$ cat config.mk
export PLATFORM = sky130hd
export DESIGN_NAME = opiso_alu
export DESIGN_NICKNAME = d
export VERILOG_FILES = /design/src/rtl/opiso_alu.sv
export SDC_FILE = /design/constraint.sdc
export NUM_CORES = 1
export LEC_CHECK = 0
export BUFFER_PORTS_ARGS = -buffer_cell sky130_fd_sc_hd__buf_2
export CORE_MARGIN = 1.5
export CORE_UTILIZATION = 30
export CTS_CLUSTER_SIZE = 25
export DETAILED_ROUTE_END_ITERATION = 10
export PLACE_DENSITY = 0.53
export SETUP_SLACK_MARGIN = 0.4
export SLEW_MARGIN = 10
export SYNTH_ARGS = -nofsm -noshare
export SYNTH_HDL_FRONTEND = slang
export SYNTH_SLANG_ARGS = --single-unit
export TNS_END_PERCENT = 1
$ cat constraint.sdc
create_clock -name clk -period 6.71 [get_ports clk]
set_input_delay 2.013 -clock clk [delete_from_list [all_inputs] [get_ports clk]]
set_output_delay 2.013 -clock clk [all_outputs]
set_load 0.01 [all_outputs]
$ cat src/rtl/opiso_alu.sv
module opiso_alu #(
  parameter int W = 16
) (
  input  logic         clk,
  input  logic         rst,
  input  logic         in_vld,
  input  logic [3:0]   op,
  input  logic [W-1:0] a,
  input  logic [W-1:0] b,
  output logic [W-1:0] res,
  output logic         flg_z,
  output logic         flg_n,
  output logic         flg_c,
  output logic         flg_v,
  output logic         out_vld
);
  localparam int L = $clog2(W);
  localparam logic [3:0] OP_ADD = 4'd0, OP_SUB = 4'd1, OP_ADC = 4'd2, OP_SBB = 4'd3,
                         OP_INC = 4'd4, OP_DEC = 4'd5, OP_AND = 4'd6, OP_OR  = 4'd7,
                         OP_XOR = 4'd8, OP_XNR = 4'd9, OP_NND = 4'd10, OP_NOR = 4'd11,
                         OP_NTA = 4'd12, OP_PSA = 4'd13, OP_PSB = 4'd14, OP_CMP = 4'd15;

  // stage 1: decode and isolated operand capture
  logic         is_arith;
  logic [W-1:0] bsel;
  logic [1:0]   csel_d;
  assign is_arith = (op <= OP_DEC) || (op == OP_CMP);

  always_comb begin
    bsel   = b;
    csel_d = 2'd0;
    case (op)
      OP_SUB, OP_CMP: begin bsel = ~b; csel_d = 2'd1; end
      OP_ADC:         begin bsel = b;  csel_d = 2'd2; end
      OP_SBB:         begin bsel = ~b; csel_d = 2'd2; end
      OP_INC:         begin bsel = '0; csel_d = 2'd1; end
      OP_DEC:         begin bsel = '1; csel_d = 2'd0; end
      default:        begin bsel = b;  csel_d = 2'd0; end
    endcase
  end

  logic [W-1:0] ax, bx, lx, ly;
  logic [1:0]   csel;
  logic [3:0]   s1_op;
  logic         s1_arith, s1_vld;

  always_ff @(posedge clk) begin
    if (rst) begin
      ax <= '0; bx <= '0; lx <= '0; ly <= '0;
      csel <= 2'd0; s1_op <= 4'd0; s1_arith <= 1'b0; s1_vld <= 1'b0;
    end else begin
      s1_vld <= in_vld;
      if (in_vld) begin
        s1_op    <= op;
        s1_arith <= is_arith;
        if (is_arith) begin
          ax <= a; bx <= bsel; csel <= csel_d;
        end else begin
          lx <= a; ly <= b;
        end
      end
    end
  end

  // stage 2: prefix adder
  logic [L:0][W-1:0] gt, pt;
  logic [W:0]        cv;
  logic [W-1:0]      sum;
  logic              cin, ovf;

  assign cin   = (csel == 2'd2) ? flg_c : csel[0];
  assign gt[0] = ax & bx;
  assign pt[0] = ax ^ bx;

  for (genvar k = 0; k < L; k++) begin : g_lvl
    for (genvar i = 0; i < W; i++) begin : g_bit
      if (i >= (1 << k)) begin : g_cmb
        assign gt[k+1][i] = gt[k][i] | (pt[k][i] & gt[k][i-(1<<k)]);
        assign pt[k+1][i] = pt[k][i] & pt[k][i-(1<<k)];
      end else begin : g_pas
        assign gt[k+1][i] = gt[k][i];
        assign pt[k+1][i] = pt[k][i];
      end
    end
  end

  assign cv[0]     = cin;
  assign cv[W:1]   = gt[L] | (pt[L] & {W{cin}});
  assign sum       = pt[0] ^ cv[W-1:0];
  assign ovf       = (ax[W-1] == bx[W-1]) && (sum[W-1] != ax[W-1]);

  // stage 2: logic unit on its own propagate/generate bus
  logic [W-1:0] lp, lg, lres, rnew;
  assign lp = lx ^ ly;
  assign lg = lx & ly;

  always_comb begin
    case (s1_op)
      OP_AND:  lres = lg;
      OP_OR:   lres = lp | lg;
      OP_XOR:  lres = lp;
      OP_XNR:  lres = ~lp;
      OP_NND:  lres = ~lg;
      OP_NOR:  lres = ~(lp | lg);
      OP_NTA:  lres = ~lx;
      OP_PSA:  lres = lx;
      OP_PSB:  lres = ly;
      default: lres = lp;
    endcase
  end

  assign rnew = s1_arith ? sum : lres;

  always_ff @(posedge clk) begin
    if (rst) begin
      res <= '0; flg_z <= 1'b0; flg_n <= 1'b0; flg_c <= 1'b0; flg_v <= 1'b0;
      out_vld <= 1'b0;
    end else begin
      out_vld <= s1_vld;
      if (s1_vld) begin
        if (s1_op != OP_CMP) res <= rnew;
        flg_z <= (rnew == '0);
        flg_n <= rnew[W-1];
        flg_c <= s1_arith & cv[W];
        flg_v <= s1_arith & ovf;
      end
    end
  end

  logic armed;
  always_ff @(posedge clk) armed <= !rst;

  a_r2_latency: assert property (@(posedge clk) disable iff (rst)
    armed |-> (out_vld == $past(s1_vld)));
  a_r8_adder_frozen: assert property (@(posedge clk) disable iff (rst)
    (in_vld && !is_arith) |=> ($stable(ax) && $stable(bx)));
  a_r9_logic_frozen: assert property (@(posedge clk) disable iff (rst)
    (in_vld && is_arith) |=> ($stable(lx) && $stable(ly)));
  a_r10_idle_hold: assert property (@(posedge clk) disable iff (rst)
    !in_vld |=> ($stable(ax) && $stable(bx) && $stable(lx) && $stable(ly)));
  a_r7_cmp_keeps: assert property (@(posedge clk) disable iff (rst)
    (s1_vld && s1_op == OP_CMP) |=> $stable(res));
  a_r6_logic_clears: assert property (@(posedge clk) disable iff (rst)
    (s1_vld && !s1_arith) |=> (!flg_c && !flg_v));
  a_r2_single_pulse: assert property (@(posedge clk) disable iff (rst)
    (armed && !s1_vld) |=> !out_vld);
endmodule

==> results.md, run 1 <==
* Crit path max-delay family: simple AND/OR/NAND/NOR gates
* Post-CTS Hold Fix Bufs at 0
* First DRT Iteration DRCs at about 370
* Largest fanout on the critical path at 29
* Final Setup Violations at 0
* Number of global-route vias before repair at 5442
* # diodes at 0
* Initial antenna violation count at 0
* Port bufs at 59
* Global placer's final weighted congestion at approximately 0.82
* WP data required at roughly 7.0 ns
* Post-route minimum period at around 3.9 ns
* Vias at 6054
* Mean area per synthesized cell at 7.45 µm²
* Post-synth ARST share at 0
* Fmax at between 200 and 300 MHz
* Maxcap violations at 0
* Critical Path AT at about 4.2 ns
* WL final at approximately 19 mm
* RSZ-0062 raised after global routing: false
* Row cnt at 52
* Critical-path top delay cell: dfxtp_1
* Leak at between 2 and 3 nW
* Num ports at 60
* Routed wl met3 at 1.01 mm
* Die height at 148 µm
* Core Box Area at 20500 µm²
* Routed wl met2 at 8.51 mm
* Mapped Cells at 850
* Dpl hpwl at 13.8 mm
* Power Dens Cells at around 210 nW/µm²
* Most frequent CP cell: or4_1
* IR drop worst, VDD at ~0.00013 V
* Skew-Pair Late Insertion Delay at 0.35 ns
* DR top layer: met4
* Synth warnings at 0
* Post-synth cell types at 78
* Syn nets at between 900 and 1000
* Filler cell count in the final layout at 2242
* DRT antenna net count at 0
* Yosys reg bits at 93
* First-pass GRT wire length at 30.3 mm
* Die area at 22000 µm²
* Die width at 148 µm
* Post-cts sizing count at 0
* Crit path capture type: register
* Prevailing post-synth register cell: dfxtp_1
* Finished Cell Area at 7040 µm²
* Post-route clock period utilization at 0.578
* Post-synth EDFFs at 0
* DR WL/cell at 16.7 µm
* Gr usage total at 0.174
* Sink Count at between 90 and 100
* M1 wire length at 9.42 mm
* Slew headroom at 0.334
* Status: finished, final reports clean
* CTS tree: done
* Total congestion overflow at 0
* Buffer count from post-CTS setup fixing at 0
* Setup TNS at 0 ns
* Slew Limit Fails at 0
* Drt pass-1 iters at 5
* Residual DRC at 0
* Initial Util at 0.309
* Hold crit path type: register to register
* Area delta synth->final at 11.1%
* Critical path buffers and inverters at 0
* Worst Skew at approximately 0.0093 ns
* Reg clk slew, reported paths at 0.07 ns
* Final Hold Fails at 0
* Max Buffers Root-to-Sink at 2
* Setup crit start kind: register
* Worst-path cell chain: and2_1 -> o211ai_2 -> a221o_1 -> a31oi_1 -> a21oi_1 -> or4_1 -> or4_1 -> nor4b_2 -> a22o_1
* Area of the mapped netlist at around 6300 µm²
* CTS buffer count at 9
* Vias per cell at 5.28
* Root Buffer: clkbuf_16
* Largest net degree at the start of global routing at 92
* CP peak stage delay at 0.97 ns
* Depth of the CTS H-tree at 3
* Dpl cell area at 6730 µm²
* Register area share after synthesis at 0.294
* Slew @ Worst Pin at 1.00 ns
* CP Class: register to register
* Nets at 959
* Share of cells above drive strength 1 at 0.121
-- worst paths after layout --
path,from,end,slack [ns],cells after the start
max,s1_op[2],flg_z,2.83,9
min,res[12],res[12],0.45,2
max reg2reg,s1_op[2],flg_z,2.83,9
min reg2reg,res[12],res[12],0.45,2
-- registers in the layout (all words and copies together), names as in the netlist --
| register | cells |
|---|---|
| flg_z | 1 |
| lx | 16 |
| bx | 16 |
| ax | 16 |
| csel | 2 |
| flg_c | 1 |
| res | 16 |
| s1_arith | 1 |
| flg_n | 1 |
| ly | 16 |
| flg_v | 1 |
| out_vld | 1 |
| s1_op | 4 |
| s1_vld | 1 |
-- cells by family after synthesis --
logic type,Yosys count,synth area share
fa+ha+maj,49,0.0980
simple gates,309,0.221
xor+xnor,12,0.0166
compound gates,265,0.268
mux,15,0.0239
buf+inv,107,0.0786
flops,93,0.294
-- Yosys cell counts (4+ instances only) --
master    instances  area share
a221oi_1          5      0.0069
o22ai_1           8      0.0079
or4_1             4      0.0047
o31ai_1           4      0.0047
dfxtp_1          93        0.29
buf_4             7      0.0083
nand2b_1         14       0.014
inv_2             4      0.0024
buf_1             5      0.0030
inv_1            44       0.026
buf_6             5      0.0089
nand3_1          11      0.0087
xor2_1            6      0.0083
ha_1             48       0.095
xnor2_1           6      0.0083
nor2b_1          14       0.014
o21ai_0          33       0.026
or3_1             4      0.0039
buf_2             6      0.0047
o211ai_1          9       0.011
and2_1            5      0.0049
nor4_1            6      0.0059
a21oi_1         114       0.090
a21o_1            4      0.0047
a22o_1            4      0.0055
nor3_1           12      0.0095
a211oi_1         33       0.039
nand2_1         142       0.084
mux2i_1          14       0.022
a31oi_1           6      0.0059
clkbuf_1         33       0.020
nor2_1           77       0.046
-- layer usage --
| layer | up-vias | global-route usage |
|---|---|---|
| li1 | 3039 | - |
| met1 | 2832 | 0.255 |
| met2 | 162 | 0.270 |
| met3 | 21 | 0.0264 |
| met4 | 0 | 0.0371 |
| met5 | - | 0 |
-- stage by stage --
stage / instances / total power [mW] / hold WS [ns] / setup slack [ns] / utilization
after CTS: 1146 / 1.48 / 0.455 / 2.88 / 0.343
final: 1146 / 1.46 / 0.450 / 2.83 / 0.343
after floorplan: 850 / 0.843 / 0.441 / 2.81 / -
after global placement: 1130 / 0.938 / 0.444 / 2.59 / 0.328
after detailed placement: 1130 / 0.939 / 0.445 / 2.56 / 0.328
after global routing: 1146 / 1.54 / 0.474 / 2.64 / 0.343
-- placed cells by master, fill, tap and decap left out, drive strengths merged, types with 6 or more instances in the layout --
cell type,count
xor2,6
nor4,6
mux2i,14
nor2,77
dfxtp,93
ha,48
nand2,142
buf,69
a21oi,114
nand2b,14
a211oi,33
a31oi,7
o21ai,35
xnor2,6
inv,49
o22ai,8
o211ai,10
nand3,11
clkbuf,11
nor2b,14
nor3,12
-- cell type report --
cell class	count	area, µm²	share of cell area
multi-input combinational	650	3980	0.565
sequential	93	1860	0.265
timing repair buffer	69	370	0.0526
tap	270	338	0.0480
clock buffer	11	253	0.0359
inverter	48	180	0.0256
clock inverter	5	57.6	0.00818
-- where the power goes --
group | internal (mW) | switching (mW) | total (mW)
combinational | 0.117 | 0.197 | 0.314
clock | 0.310 | 0.228 | 0.538
sequential | 0.583 | 0.0288 | 0.612
-- worst min-delay path: cells and delay by family (launching register included) --
family | cells | cell delay (ns)
compound gates | 1 | 0.05
flops | 1 | 0.31
simple gates | 1 | 0.05
Power figures use the tool's default switching activity.
==> run 2, diff against run 1 <==
Settings changed: PLACE_DENSITY 0.53 to 0.55.
Clock period 6.71 ns to 3.5 ns, I/O delays scaled along.
==> run 2 against run 1 <==
  * Via count increased by 2.7%
  * Sequential share of layout area decreased by 0.98 points
  * Critical endpoint unchanged
  * Critical path type unchanged
  * Clock-buffer cell count increased by 1
  * Register-to-register slack got worse by 2.5 ns
  * Combinational power increased by 110%
  * Worst hold slack improved by 0.0050 ns
  * First-iteration DRC count increased by 76%
  * Cell area increased by 4.5%
  * Critical path depth increased by 1
  * Utilization increased by 1.6 points
  * Non-clock buffer count increased by 27
  * Clock skew decreased by 0.00077 ns
==> results.md, run 2 (synthesis results as in run 1) <==
* Status: finished, final reports clean
* Post-layout util at 0.359 (+0.0156)
* Post-route minimum period at 3.21 ns (-0.670 ns)
* CTS buffer count at 9 (unchanged)
* Maxcap violations at 0 (unchanged)
* Crit path capture type: register
* Critical-path top delay cell: or4_4
* Num ports at 60 (unchanged)
* DRT antenna net count at 0 (unchanged)
* Sink Count at 93 (unchanged)
* Final hold slack at 0.455 ns (+0.00499 ns)
* Die width at 148 µm (unchanged)
* Setup TNS at 0 ns (unchanged)
* Global placer's final weighted congestion at 0.883 (+7.4%)
* Die area at 22000 µm² (unchanged)
* Post-route clock period utilization at 0.917 (+0.339)
* Number of global-route vias before repair at 5678 (+4.3%)
* IR drop worst, VDD at 0.000283 V (+120%)
* Residual DRC at 0 (unchanged)
* DR WL/cell at 18.1 µm (+8.2%)
* CTS tree: done
* Dpl hpwl at 15.1 mm (+8.9%)
* Power Dens Cells at 389 nW/µm² (+87%)
* Crit path max-delay family: simple AND/OR/NAND/NOR gates
* Commonest non-fill, non-tap cell in the layout: nand2_1
* Most frequent CP cell: or4_4
* First-pass GRT wire length at 32.7 mm (+8.2%)
* Pwr Total at 2.86 mW (+95%)
* Final Hold Fails at 0 (unchanged)
* Initial antenna violation count at 0 (unchanged)
* Reg clk slew, reported paths at 0.06 ns (about the same)
* CP peak stage delay at 0.51 ns (-0.46 ns)
* Share of cells above drive strength 1 at 0.170 (+0.0486)
* Drt pass-1 iters at 5 (unchanged)
* Nets at 986 (+2.8%)
* WP data required at 3.80 ns (-3.20 ns)
* WL final at 21.2 mm (+11%)
* Core Box Area at 20500 µm² (unchanged)
* RSZ-0062 raised after global routing: true
* Setup crit start kind: register
* Critical path buffers and inverters at 0 (unchanged)
* Commonest non-fill, non-tap cells in the layout: nand2_1, a21oi_1, dfxtp_1, nor2_1, buf_2
* Leak at 2.95 nW (+5.3%)
* Depth of the CTS H-tree at 3 (unchanged)
* # diodes at 0 (unchanged)
* Port bufs at 59 (unchanged)
* Slew Limit Fails at 0 (unchanged)
* Worst-path cell chain: ha_4 -> and3_2 -> a22oi_2 -> mux2i_1 -> a211o_2 -> or4b_4 -> or4_4 -> or4_4 -> nor4b_4 -> a22o_1
* Initial Util at 0.309 (unchanged)
* CP Class: register to register
* Row cnt at 52 (unchanged)
* Die height at 148 µm (unchanged)
* Max Buffers Root-to-Sink at 2 (unchanged)
* Final Setup Violations at 0 (unchanged)
* Hold crit path type: register to register
* Gr usage total at 0.194 (+0.0198)
* Root Buffer: clkbuf_16
* Skew-Pair Late Insertion Delay at 0.36 ns (about the same)
* Critical Path AT at 3.51 ns (-0.66 ns)
* Post-CTS Hold Fix Bufs at 0 (unchanged)
* Worst Skew at 0.00853 ns (-0.000766 ns)
* Fmax at 312 MHz (+21%)
* First DRT Iteration DRCs at 643 (+76%)
* Total congestion overflow at 0 (unchanged)
* Slew headroom at 0.321 (-0.0122)
* Slew @ Worst Pin at 1.02 ns (+0.0183 ns)
* Area delta synth->final at 16.1%
* Vias at 6218 (+2.7%)
* Largest net degree at the start of global routing at 92 (unchanged)
* Vias per cell at 5.31 (+0.43%)
* Largest fanout on the critical path at 4 (-86%)
-- run 2: cell types whose count changed in the layout (fill, tap and decap cells not counted), sizes merged --
cell    previous run  this run
clkbuf            11        12
clkinv             3         2
inv               49        48
buf               69        96
-- run 2: cell type report --
cell class / instances / area (µm²)
clock buffer: 12 / 267
timing repair buffer: 96 / 598
tap: 270 / 338
multi-input combinational: 650 / 4060
sequential: 93 / 1870
fill: 2196 / 13100
inverter: 48 / 180
clock inverter: 3 / 43.8
-- run 2: where the power goes --
part	internal [mW]	switching, mW	leakage (nW)
logic	0.259	0.401	2.03
registers	1.12	0.0567	0.766
clock network	0.608	0.417	0.155
-- run 2: metal layers --
layer | vias to the layer above | part of all wire | track usage
met5 | - | 0 | 0
met4 | 0 | 0.018 | 0.0500
met3 | 23 | 0.057 | 0.0322
met2 | 200 | 0.42 | 0.286
met1 | 2909 | 0.50 | 0.291
li1 | 3086 | - | -
-- run 2: worst paths after layout --
kind	from	endpoint	slack, ns	cells past startpoint
worst max-delay path	ax[2]	flg_z	0.29	10
worst min-delay path	res[9]	res[9]	0.46	2
worst max register to register	ax[2]	flg_z	0.29	10
worst min register to register	res[9]	res[9]	0.46	2
-- run 2: tightest hold or removal path: stages (launching register included) --
cell,delay (ns)
dfxtp_1,0.31
nand2_1,0.05
a21oi_1,0.05
-- run 2: stage by stage --
stage | instance area [µm²] | std cells | worst slack (ns)
after floorplan | 6330 | 850 | 0.427
after global routing | 7360 | 1172 | 0.191
after detailed placement | 6940 | 1155 | 0.130
after global placement | 6940 | 1155 | 0.218
after CTS | 7320 | 1172 | 0.262
final | 7360 | 1172 | 0.292
-- run 2: repair_timing --
item,in CTS,in global routing
gates cloned,0,0
pin swaps,6,6
endpoints found under the setup margin,2,6
buffers inserted,2,0
resized for setup,10,14
==> run 3, diff against run 2 <==
Settings changed: ABC_AREA from default to 1.
==> run 3 against run 2 <==
  * First-iteration DRC count fell by 21%
  * Sequential share of layout area rose by 0.81 points
  * Synthesized area fell by 0.59%
  * Worst setup slack improved by 0.80 ns
  * Total power fell by 2.5%
  * Utilization fell by 1.2 points
  * Sequential cell count did not move
  * Cell count rose by 12%
  * Critical path depth rose by 3
==> results.md, run 3 <==
* Largest area contributor in the netlist: dfxtp_1
* Finished Cell Area at 7080 µm² (-3.7%)
* Most frequent cell after synthesis: nand2_1
* Crit path max-delay family: simple AND/OR/NAND/NOR gates
* Dpl hpwl at 14.5 mm (-3.7%)
* Area delta synth->final at 12.5%
* IR drop worst, VDD at 0.000216 V (-24%)
* Share of cells above drive strength 1 at 0.103 (-0.0664)
* Largest net degree at the start of global routing at 71 (-23%)
* Sequential Power Share at 0.425 (+0.014)
* RSZ-0062 raised after global routing: false
* Mapped Cells at 994 (+17%)
* Power Dens Cells at 394 nW/µm² (+1.3%)
* Post-route minimum period at 2.41 ns (-0.801 ns)
* Setup ws final at 1.09 ns (+0.801 ns)
* Slew headroom at 0.379 (+0.0578)
* Synth warnings at 0 (unchanged)
* WP data required at 3.73 ns (-0.07 ns)
* Register area share after synthesis at 0.296 (+0.00175)
* Global placer's final weighted congestion at 0.869 (-1.6%)
* Dpl cell area at 6800 µm² (-2.1%)
* DRT antenna net count at 0 (unchanged)
* Total congestion overflow at 0 (unchanged)
* Nets at 1120 (+14%)
* Setup crit start kind: register
* Fmax at 415 MHz (+33%)
* CP peak stage delay at 0.52 ns (about the same)
* Post-CTS Hold Fix Bufs at 0 (unchanged)
* Post-synth EDFFs at 0 (unchanged)
* Depth of the CTS H-tree at 3 (unchanged)
* Slew Limit Fails at 0 (unchanged)
* Maxcap violations at 0 (unchanged)
* Commonest non-fill, non-tap cells in the layout: nand2_1, inv_1, o21ai_0, dfxtp_1, nor2_1
* Post-route clock period utilization at 0.688 (-0.229)
* Syn nets at 1082 (+15%)
* Residual DRC at 0 (unchanged)
* Yosys reg bits at 93 (unchanged)
* Vias per cell at 4.90 (-7.7%)
* Final Hold Fails at 0 (unchanged)
* Placed cells at 1291 (+12%)
* Sink Count at 93 (unchanged)
* Post-layout util at 0.347 (-0.0123)
* First DRT Iteration DRCs at 506 (-21%)
* Root Buffer: clkbuf_16
* Slew @ Worst Pin at 0.929 ns (-0.0890 ns)
* Max Buffers Root-to-Sink at 2 (unchanged)
* Critical path buffers and inverters at 1 (+1)
* Critical Path AT at 2.63 ns (-0.88 ns)
* Switching power at 0.924 mW (+5.6%)
* Worst Skew at 0.00686 ns (-0.00167 ns)
* Part of the power in combinational logic at 0.228 (-0.003)
* Internal power at 1.87 mW (-6.0%)
* Number of global-route vias before repair at 5823 (+2.6%)
* CP Class: register to register
* Reg-to-Reg End: flg_z
* Area of the mapped netlist at 6300 µm² (-0.59%)
* Initial Util at 0.308 (-0.000853)
* Synth cell count leaders: nand2_1, inv_1, o21ai_0, dfxtp_1, nor2_1
* Leak at 3.48 nW (+18%)
* Filler cell count in the final layout at 2255 (+2.7%)
* Die height at 148 µm (-0.29%)
* Top post-synthesis cells by area: dfxtp_1, nand2_1, o21ai_0
* Post-cts sizing count at 0 (-10)
* CTS buffer count at 9 (unchanged)
* Core Box Area at 20400 µm² (-0.32%)
* Status: finished, final reports clean
* Mean area per synthesized cell at 6.34 µm² (-15%)
* R2r setup slk at 1.09 ns (+0.80 ns)
* Reg2reg path depth at 13 (+3)
* Buffer count from post-CTS setup fixing at 0 (-2)
* Skew-Pair Late Insertion Delay at 0.35 ns (about the same)
* Reg clk slew, reported paths at 0.07 ns (about the same)
* Setup TNS at 0 ns (unchanged)
* Critical-path top delay cell: nand3_1
* CTS tree: done
* Worst setup path start: s1_op[2]
* Die area at 21900 µm² (-0.59%)
* CP endpoint: flg_z
* Largest fanout on the critical path at 16 (+12)
* Clk pwr share at 0.347 (-0.011)
* Final Setup Violations at 0 (unchanged)
* Post-synth ARST share at 0 (unchanged)
* First-pass GRT wire length at 31.1 mm (-5.0%)
* Cell count along the critical path at 13 (+3)
* Num ports at 60 (unchanged)
* Initial antenna violation count at 0 (unchanged)
* Post-synth cell types at 31 (-60%)
* Drt pass-1 iters at 5 (unchanged)
* Hold crit path type: register to register
* Final Instance Count excl. Fillers at 1307 (+12%)
* Vias at 6398 (+2.9%)
* Prevailing post-synth register cell: dfxtp_1
* # diodes at 0 (unchanged)
* Row cnt at 52 (unchanged)
* Dpl ws at 0.888 ns (+0.758 ns)
* Commonest non-fill, non-tap cell in the layout: nand2_1
* Crit path capture type: register
* DR WL/cell at 15.0 µm (-17%)
* Worst-path cell chain: nand2_2 -> inv_2 -> nand3_1 -> o21ai_0 -> nor2_1 -> nand3_1 -> nand2_1 -> nand2_1 -> nor2_1 -> nand2_1 -> nor2_1 -> nand3_1 -> a21oi_2
* WL final at 19.6 mm (-7.6%)
* Die width at 148 µm (-0.29%)
* Switching share of total power at 0.331 (+0.0251)
* Port bufs at 59 (unchanged)
* Gr usage total at 0.182 (-0.0123)
* Area share of the largest cell type after synthesis at 0.296 (+0.00175)
* RR Startpoint: s1_op[2]
==> run 3: changes by cell type after synthesis, sizes merged, moves of 14 or more <==
cell / before / now
o21ai: 35 / 136
nand3: 11 / 62
a21oi: 114 / 75
nand2: 142 / 226
nand2b: 14 / 0
a211oi: 33 / 0
nor2b: 14 / 0
nor2: 77 / 97
mux2i: 14 / 0
inv: 48 / 156
==> run 3: worst min-delay path, cell delays in order (launching register included) <==
cell and delay [ns]:
dfxtp_1 0.31, nand2_1 0.06, a21oi_1 0.05
==> run 3: kinds of logic (layout without fill, tap and decap cells) <==
family | Yosys count | count (layout) | synth area share
simple gates | 400 | 400 | 0.264
compound gates | 251 | 251 | 0.210
buf+inv | 197 | 240 | 0.126
flops | 93 | 93 | 0.296
fa+ha+maj | 49 | 49 | 0.0986
xor+xnor | 4 | 4 | 0.00556
==> run 3: cell type report <==
type	count	area [µm²]	share of cell area
flip-flops and latches	93	1860	0.263
clock buffers	11	253	0.0357
multi-input cells	704	3650	0.515
repair buffers	68	363	0.0512
inverters	156	586	0.0827
clock inverters	5	33.8	0.00477
well taps	270	338	0.0477
==> run 3: routing by layer <==
layer,wire [µm],up-vias,global-route usage
met5,0,-,0
li1,-,3279,-
met1,9730,2912,0.261
met3,1210,25,0.0343
met2,8330,182,0.277
met4,341,0,0.0510
==> run 3: power groups by stage <==
stage	sequential (mW)	clock [mW]	combinational [mW]
after floorplan	1.20	0	0.422
after global placement	1.21	0	0.629
after detailed placement	1.21	0	0.632
after CTS	1.19	0.989	0.636
after global routing	1.20	1.02	0.722
final	1.19	0.970	0.635
==> run 3: worst min-delay path by stage <==
stage                         end  startpoint  slack (ns)  depth (start not counted)
after floorplan           csel[1]     csel[1]        0.44                          2
after global placement    csel[1]     csel[1]        0.45                          2
after detailed placement    flg_v       flg_v        0.46                          2
after CTS                   flg_v       flg_v        0.47                          2
after global routing      csel[1]     csel[1]        0.50                          2
final                       flg_v       flg_v        0.47                          2
==> run 3: metrics by stage <==
stage | hold slack (ns) | power (mW)
after floorplan | 0.444 | 1.63
after global placement | 0.454 | 1.84
after detailed placement | 0.463 | 1.84
after CTS | 0.474 | 2.81
after global routing | 0.500 | 2.94
final | 0.472 | 2.79
